### src/rtl/eag_pkg.sv
package eag_pkg;
  localparam logic [3:0] OPC_LD_PC   = 4'b0010;
  localparam logic [3:0] OPC_ST_PC   = 4'b0011;
  localparam logic [3:0] OPC_LD_BASE = 4'b0110;
  localparam logic [3:0] OPC_ST_BASE = 4'b0111;
  localparam logic [3:0] OPC_LD_IND  = 4'b1010;
  localparam logic [3:0] OPC_ST_IND  = 4'b1011;
  localparam logic [3:0] OPC_ADDR    = 4'b1110;
  localparam logic [3:0] OPC_TRAP    = 4'b1111;

  typedef enum logic [2:0] {
    K_NONE  = 3'd0,
    K_LOAD  = 3'd1,
    K_STORE = 3'd2,
    K_REGW  = 3'd3,
    K_TRAP  = 3'd4
  } acc_kind_e;

  typedef enum logic [1:0] {
    SRC_PC   = 2'd0,
    SRC_BASE = 2'd1,
    SRC_VEC  = 2'd2
  } addr_src_e;

  typedef enum logic [1:0] {
    S_IDLE  = 2'd0,
    S_FETCH = 2'd1,
    S_RESP  = 2'd2
  } seq_state_e;

  typedef struct packed {
    acc_kind_e kind;
    addr_src_e src;
    logic      indirect;
  } dec_t;
endpackage

### src/rtl/eag_decode.sv
module eag_decode
  import eag_pkg::*;
(
  input  logic [3:0] opcode,
  output dec_t       dec
);
  always_comb begin
    dec = '{kind: K_NONE, src: SRC_PC, indirect: 1'b0};
    unique case (opcode)
      OPC_LD_PC:   dec = '{kind: K_LOAD,  src: SRC_PC,   indirect: 1'b0};
      OPC_ST_PC:   dec = '{kind: K_STORE, src: SRC_PC,   indirect: 1'b0};
      OPC_LD_BASE: dec = '{kind: K_LOAD,  src: SRC_BASE, indirect: 1'b0};
      OPC_ST_BASE: dec = '{kind: K_STORE, src: SRC_BASE, indirect: 1'b0};
      OPC_LD_IND:  dec = '{kind: K_LOAD,  src: SRC_PC,   indirect: 1'b1};
      OPC_ST_IND:  dec = '{kind: K_STORE, src: SRC_PC,   indirect: 1'b1};
      OPC_ADDR:    dec = '{kind: K_REGW,  src: SRC_PC,   indirect: 1'b0};
      OPC_TRAP:    dec = '{kind: K_TRAP,  src: SRC_VEC,  indirect: 1'b0};
      default:     dec = '{kind: K_NONE,  src: SRC_PC,   indirect: 1'b0};
    endcase
  end
endmodule

### src/rtl/eag_sext.sv
module eag_sext #(
  parameter int IN_W  = 9,
  parameter int OUT_W = 16
) (
  input  logic [IN_W-1:0]  din,
  output logic [OUT_W-1:0] dout
);
  localparam int PAD_W = OUT_W - IN_W;
  generate
    if (PAD_W > 0) begin : g_pad
      assign dout = {{PAD_W{din[IN_W-1]}}, din};
    end else begin : g_same
      assign dout = din[OUT_W-1:0];
    end
  endgenerate
endmodule

### src/rtl/eag_addr_calc.sv
module eag_addr_calc
  import eag_pkg::*;
#(
  parameter int W          = 16,
  parameter int FIELD_W    = 9,
  parameter int BASE_OFF_W = 6,
  parameter int VEC_W      = 8
) (
  input  logic [FIELD_W-1:0] field,
  input  logic [W-1:0]       pc,
  input  logic [W-1:0]       base,
  input  addr_src_e          src,
  output logic [W-1:0]       addr
);
  localparam int VEC_PAD = W - VEC_W;

  logic [W-1:0] pc_off, base_off, vec_addr;

  eag_sext #(.IN_W(FIELD_W), .OUT_W(W)) u_pc_sext (
    .din (field),
    .dout(pc_off)
  );

  eag_sext #(.IN_W(BASE_OFF_W), .OUT_W(W)) u_base_sext (
    .din (field[BASE_OFF_W-1:0]),
    .dout(base_off)
  );

  assign vec_addr = {{VEC_PAD{1'b0}}, field[VEC_W-1:0]};

  // Single adder shared by both relative modes; wraps modulo 2^W.
  logic [W-1:0] add_a, add_b;
  always_comb begin
    add_a = (src == SRC_BASE) ? base : pc;
    add_b = (src == SRC_BASE) ? base_off : pc_off;
    addr  = (src == SRC_VEC) ? vec_addr : add_a + add_b;
  end
endmodule

### src/rtl/eag_seq.sv
module eag_seq
  import eag_pkg::*;
#(
  parameter int W     = 16,
  parameter int VEC_W = 8
) (
  input  logic         clk,
  input  logic         rst_n,
  input  logic         req_valid,
  output logic         req_ready,
  input  dec_t         dec,
  input  logic [W-1:0] calc_addr,
  output logic         ind_rd_valid,
  output logic [W-1:0] ind_rd_addr,
  input  logic         ind_rd_ready,
  input  logic [W-1:0] ind_rd_data,
  output logic         out_valid,
  input  logic         out_ready,
  output logic [W-1:0] out_addr,
  output acc_kind_e    out_kind,
  output logic         out_indirect,
  output logic         done
);
  seq_state_e   state;
  logic [W-1:0] addr_q;
  acc_kind_e    kind_q;
  logic         ind_q;
  logic         done_q;

  always_ff @(posedge clk) begin
    if (!rst_n) begin
      state  <= S_IDLE;
      addr_q <= '0;
      kind_q <= K_NONE;
      ind_q  <= 1'b0;
      done_q <= 1'b0;
    end else begin
      done_q <= 1'b0;
      unique case (state)
        S_IDLE: if (req_valid) begin
          kind_q <= dec.kind;
          ind_q  <= dec.indirect;
          addr_q <= (dec.kind == K_NONE) ? '0 : calc_addr;
          state  <= dec.indirect ? S_FETCH : S_RESP;
        end
        S_FETCH: if (ind_rd_ready) begin
          addr_q <= ind_rd_data;
          state  <= S_RESP;
        end
        S_RESP: if (out_ready) begin
          done_q <= 1'b1;
          state  <= S_IDLE;
        end
        default: state <= S_IDLE;
      endcase
    end
  end

  assign req_ready    = (state == S_IDLE);
  assign ind_rd_valid = (state == S_FETCH);
  assign ind_rd_addr  = addr_q;
  assign out_valid    = (state == S_RESP);
  assign out_addr     = addr_q;
  assign out_kind     = kind_q;
  assign out_indirect = ind_q;
  assign done         = done_q;

  p_mutex_r7: assert property (@(posedge clk) disable iff (!rst_n)
    $onehot0({req_ready, ind_rd_valid, out_valid}));

  p_accept_r7: assert property (@(posedge clk) disable iff (!rst_n)
    req_valid && req_ready |=> out_valid || ind_rd_valid);

  p_rd_hold_r8: assert property (@(posedge clk) disable iff (!rst_n)
    ind_rd_valid && !ind_rd_ready |=> ind_rd_valid && $stable(ind_rd_addr));

  p_rd_resp_r3: assert property (@(posedge clk) disable iff (!rst_n)
    ind_rd_valid && ind_rd_ready |=> out_valid && out_indirect && out_addr == $past(ind_rd_data));

  p_rd_kind_r4: assert property (@(posedge clk) disable iff (!rst_n)
    ind_rd_valid |-> (kind_q == K_LOAD || kind_q == K_STORE));

  p_out_hold_r9: assert property (@(posedge clk) disable iff (!rst_n)
    out_valid && !out_ready |=> out_valid && $stable(out_addr) && $stable(out_kind) && $stable(out_indirect));

  p_done_r9: assert property (@(posedge clk) disable iff (!rst_n)
    done |-> $past(out_valid && out_ready) && req_ready);

  p_trap_vec_r5: assert property (@(posedge clk) disable iff (!rst_n)
    out_valid && out_kind == K_TRAP |-> out_addr[W-1:VEC_W] == '0 && !out_indirect);

  p_none_r6: assert property (@(posedge clk) disable iff (!rst_n)
    out_valid && out_kind == K_NONE |-> out_addr == '0 && !out_indirect);
endmodule

### src/rtl/effective_addr_gen.sv
module effective_addr_gen
  import eag_pkg::*;
#(
  parameter int W          = 16,
  parameter int OPC_W      = 4,
  parameter int FIELD_W    = 9,
  parameter int BASE_OFF_W = 6,
  parameter int VEC_W      = 8
) (
  input  logic               clk,
  input  logic               rst_n,
  input  logic               req_valid,
  output logic               req_ready,
  input  logic [OPC_W-1:0]   req_opcode,
  input  logic [FIELD_W-1:0] req_field,
  input  logic [W-1:0]       req_pc,
  input  logic [W-1:0]       req_base,
  output logic               ind_rd_valid,
  output logic [W-1:0]       ind_rd_addr,
  input  logic               ind_rd_ready,
  input  logic [W-1:0]       ind_rd_data,
  output logic               out_valid,
  input  logic               out_ready,
  output logic [W-1:0]       out_addr,
  output logic [2:0]         out_kind,
  output logic               out_indirect,
  output logic               done
);
  dec_t         dec;
  logic [W-1:0] calc_addr;
  acc_kind_e    kind_e;

  eag_decode u_decode (
    .opcode(req_opcode),
    .dec   (dec)
  );

  eag_addr_calc #(
    .W(W), .FIELD_W(FIELD_W), .BASE_OFF_W(BASE_OFF_W), .VEC_W(VEC_W)
  ) u_calc (
    .field(req_field),
    .pc   (req_pc),
    .base (req_base),
    .src  (dec.src),
    .addr (calc_addr)
  );

  eag_seq #(.W(W), .VEC_W(VEC_W)) u_seq (
    .clk         (clk),
    .rst_n       (rst_n),
    .req_valid   (req_valid),
    .req_ready   (req_ready),
    .dec         (dec),
    .calc_addr   (calc_addr),
    .ind_rd_valid(ind_rd_valid),
    .ind_rd_addr (ind_rd_addr),
    .ind_rd_ready(ind_rd_ready),
    .ind_rd_data (ind_rd_data),
    .out_valid   (out_valid),
    .out_ready   (out_ready),
    .out_addr    (out_addr),
    .out_kind    (kind_e),
    .out_indirect(out_indirect),
    .done        (done)
  );

  assign out_kind = kind_e;
endmodule

### config.mk
export PLATFORM = sky130hd
export DESIGN_NAME = effective_addr_gen
export DESIGN_NICKNAME = d
export VERILOG_FILES = /design/src/rtl/eag_pkg.sv /design/src/rtl/eag_decode.sv /design/src/rtl/eag_sext.sv /design/src/rtl/eag_addr_calc.sv /design/src/rtl/eag_seq.sv /design/src/rtl/effective_addr_gen.sv
export SDC_FILE = /design/constraint.sdc
export NUM_CORES = 1
export LEC_CHECK = 0
export BUFFER_PORTS_ARGS = -buffer_cell sky130_fd_sc_hd__buf_2
export CAP_MARGIN = 10
export CORE_MARGIN = 3
export CORE_UTILIZATION = 48
export CTS_BUF_LIST = sky130_fd_sc_hd__clkbuf_16
export CTS_CLUSTER_SIZE = 12
export DETAILED_ROUTE_END_ITERATION = 10
export PLACE_DENSITY = 0.82
export SYNTH_ARGS = -nofsm -noshare
export SYNTH_HDL_FRONTEND = slang
export SYNTH_SLANG_ARGS = --single-unit
### constraint.sdc
create_clock -name clk -period 3.4 [get_ports clk]
set_input_delay 0 -clock clk [delete_from_list [all_inputs] [get_ports clk]]
set_output_delay 0 -clock clk [all_outputs]
set_load 0.005 [all_outputs]
==> summary.md <==
| Metric | Value |
|---|---|
| Worst VDD drop | 0.276 mV |
| N_diodes | 0 |
| Crit path required time | 3.54 ns |
| Area of the multi-input gates | 0.00163 mm2 |
| Crit path buffers/inverters | 2 |
| Delay-heaviest family, CP | simple AND/OR/NAND/NOR gates |
| Routed WL per cell | 13.6 um |
| Largest net degree at the start of global routing | 34 |
| DR vias/cell | 5.43 |
| Commonest non-fill, non-tap cell in the layout | buf_2 |
| Netlist Area Pre-Place | 0.00230 mm2 |
| Total gr overflow | 0 |
| Cells along the critical path | buf_2 > nand3b_4 > inv_1 > nand2_1 > nand2_1 > ha_1 > a21oi_1 > nand2_1 > maj3_1 > mux2_2 > a21oi_1 > xnor2_1 > o21ai_1 |
| Power Density | 343 mW/mm2 |
| Share of layout cells above drive strength 1 | 31.5% |
| Synth top area cells | dfxtp_1, nand2_1, ha_1 |
| Crit path DAT | 2.78 ns |
| HPWL Detailed | 4920 um |
| Clock Path Buffers | 2 |
| CP Capture Type | register |
| Status | finished clean |
| TritonCTS clock tree | yes |
| Final worst path period share | 77.6% |
| Syn nets | 398 |
| TNS Setup | 0 ns |
| Clock latency on the worst-skew pair | 0.25 ns |
| Post-route ant nets | 0 |
| Die footprint | 0.00567 mm2 |
| Synth cell types | 54 |
| Skew final | 0.00269 ns |
| Least-Margin Pin Slew | 1.07 ns |
| FF+latch count, synth | 23 |
| Slowest stage cell, crit path | inv_1 |
| Overall Power | 962 uW |
| Die span in x | 75.3 um |
| Io pins | 106 |
| All-Layer GR Usage | 21.1% |
| Min-Delay Path Class | in -> reg |
| Post_cts resized | 0 |
| Htree depth | 1 |
| Fin util | 62.2% |
| Post-synthesis sequential area ratio | 20.0% |
| Post-synth top flop | dfxtp_1 |
| Die Span Y | 75.3 um |
| Critical path class | in -> reg |
| Max Cap Violations | 0 |
| Area Overhead vs Synth | 21.5% |
| Final worst path period need | 2.64 ns |
| Fillers | 415 |
| CTS Buf Count | 3 |
| Most frequent CP cell | nand2_1 |
| Setup Fix Bufs, Post-CTS | 0 |
| Port Buffers | 105 |
| CTS sink count | 23 |
| Placer Congestion | 0.856 |
| Crit start category | primary input |
| CTS root buf | clkbuf_16 |
| Fin cells | 446 |
| Synth top area share | 20.0% |
| Post-Syn Instances | 315 |
| Hold Vio Cnt, Final | 0 |
| Most frequent cells in the layout | buf_2, nand2_1, dfxtp_1 |
| Async set or reset register ratio after synthesis | 0% |
| Synth warn | 0 |
| CP max stage delay | 0.39 ns |
| Clk slew on worst S/H paths | 0.06 ns |
| RSZ-0062 raised after global routing | no |
| Max Transition Viols Final | 0 |
| Post-route DRC | 0 |
| Initial antenna violation count | 0 |
| Final setup viols | 0 |
| Layout net count | 478 |
| Starting Density | 51.2% |
| Detailed Route Iter0 Violations | 162 |
| Final hold slack | 0.00418 ns |
| Via Count | 2424 |
| CP Max Fanout | 24 |
| Drt total wl | 6080 um |
| Vias in the first global route | 2098 |
| Mapped Avg Cell Area | 7.32 um2 |
| Core area | 0.00450 mm2 |
| Relative slew margins | 28.4% |
| Max Clock Freq | 379 MHz |
| Register area | 460 um2 |
| Largest area contributor in the netlist | dfxtp_1 |
| Leak Pwr | 1.46 nW |
| 1st-pass router iterations | 4 |
| Post-synth EDFFs | 0 |
| First-pass GRT wire length | 9580 um |
| Post-CTS Hold Fix Bufs | 0 |
| # rows | 24 |
| Dpl cells | 442 |
==> registers in the layout (all words and copies together), names as in the netlist <==
signal / cells
u_seq.out_indirect: 1
u_seq.done: 1
u_seq.out_kind: 3
u_seq.state: 2
u_seq.ind_rd_addr: 16
==> synthesized netlist by cell type, types with 2 or more instances <==
| library cell | count |
|---|---|
| nand2_1 | 81 |
| buf_4 | 17 |
| ha_1 | 16 |
| xnor2_1 | 12 |
| o211ai_1 | 4 |
| buf_2 | 2 |
| nand4_1 | 2 |
| mux2_2 | 2 |
| nand3b_1 | 4 |
| o21ai_1 | 2 |
| o211a_1 | 3 |
| a31oi_1 | 4 |
| mux2i_1 | 2 |
| clkbuf_1 | 11 |
| a32oi_1 | 2 |
| and2_1 | 2 |
| a21o_1 | 8 |
| nor2b_1 | 6 |
| o21bai_1 | 2 |
| o21ai_0 | 21 |
| maj3_1 | 2 |
| nor2_1 | 9 |
| dfxtp_1 | 23 |
| a21boi_0 | 3 |
| inv_1 | 7 |
| a22oi_1 | 4 |
| nand3_1 | 14 |
| xor2_1 | 6 |
| a21oi_1 | 19 |
==> cell families after synthesis <==
kind of cell | Yosys count | synth area share (%)
xor+xnor | 18 | 6.84
simple gates | 125 | 24.4
mux | 5 | 2.82
buf+inv | 39 | 9.28
compound gates | 86 | 26.3
flops | 23 | 20.0
fa+ha+maj | 19 | 10.4
==> report_power, final <==
group	leakage [nW]	switching (mW)	internal [mW]	total, mW
combinational	1.23	0.217	0.185	0.402
clock	0.0423	0.0928	0.157	0.250
sequential	0.189	0.0180	0.292	0.310
total	1.46	0.328	0.634	0.962
==> worst reg2reg max path, stage by stage, from the launching register on <==
cell,delay (ns)
dfxtp_1,0.37
nor2b_1,0.70
or2b_1,0.25
nor2_1,0.19
a221oi_1,0.31
a21oi_1,0.10
==> routing by layer <==
| metal | track usage [%] | vias to the layer above | wire length [um] |
|---|---|---|---|
| met5 | 0 | - | 0 |
| met4 | 5.05 | 0 | 40 |
| met3 | 2.11 | 2 | 498 |
| met2 | 33.0 | 114 | 2660 |
| met1 | 31.3 | 1056 | 2890 |
| li1 | - | 1252 | - |
==> per-stage QoR <==
| stage | setup WS, ns | cell area (um2) |
|---|---|---|
| after floorplan | 0.798 | 2300 |
| after global placement | 0.566 | 2720 |
| after detailed placement | 0.513 | 2720 |
| after CTS | 0.758 | 2800 |
| after global routing | 0.449 | 2800 |
| final | 0.763 | 2800 |
==> path summary, 6_finish.rpt <==
kind | from | endpoint | slack, ns | cells past startpoint
worst max-delay path | req_opcode[3] | u_seq.ind_rd_addr[15]$_SDFFE_PN0P_ | 0.76 | 13
worst min-delay path | ind_rd_data[11] | u_seq.ind_rd_addr[11]$_SDFFE_PN0P_ | 0.004 | 3
worst max register to register | u_seq.state[0]$_SDFFE_PN0P_ | u_seq.ind_rd_addr[5]$_SDFFE_PN0P_ | 1.31 | 5
worst min register to register | u_seq.out_kind[1]$_SDFFE_PN0P_ | u_seq.out_kind[1]$_SDFFE_PN0P_ | 0.46 | 2
==> area by class of cell <==
class,count,share of cell area [%]
Multi-Input combinational cell,253,58.3
Timing Repair Buffer,106,19.0
Sequential cell,23,16.4
Clock buffer,3,2.68
Tap cell,52,2.32
Inverter,8,1.07
Clock inverter,1,0.134
Note: power is estimated with default switching activity, not from simulation.
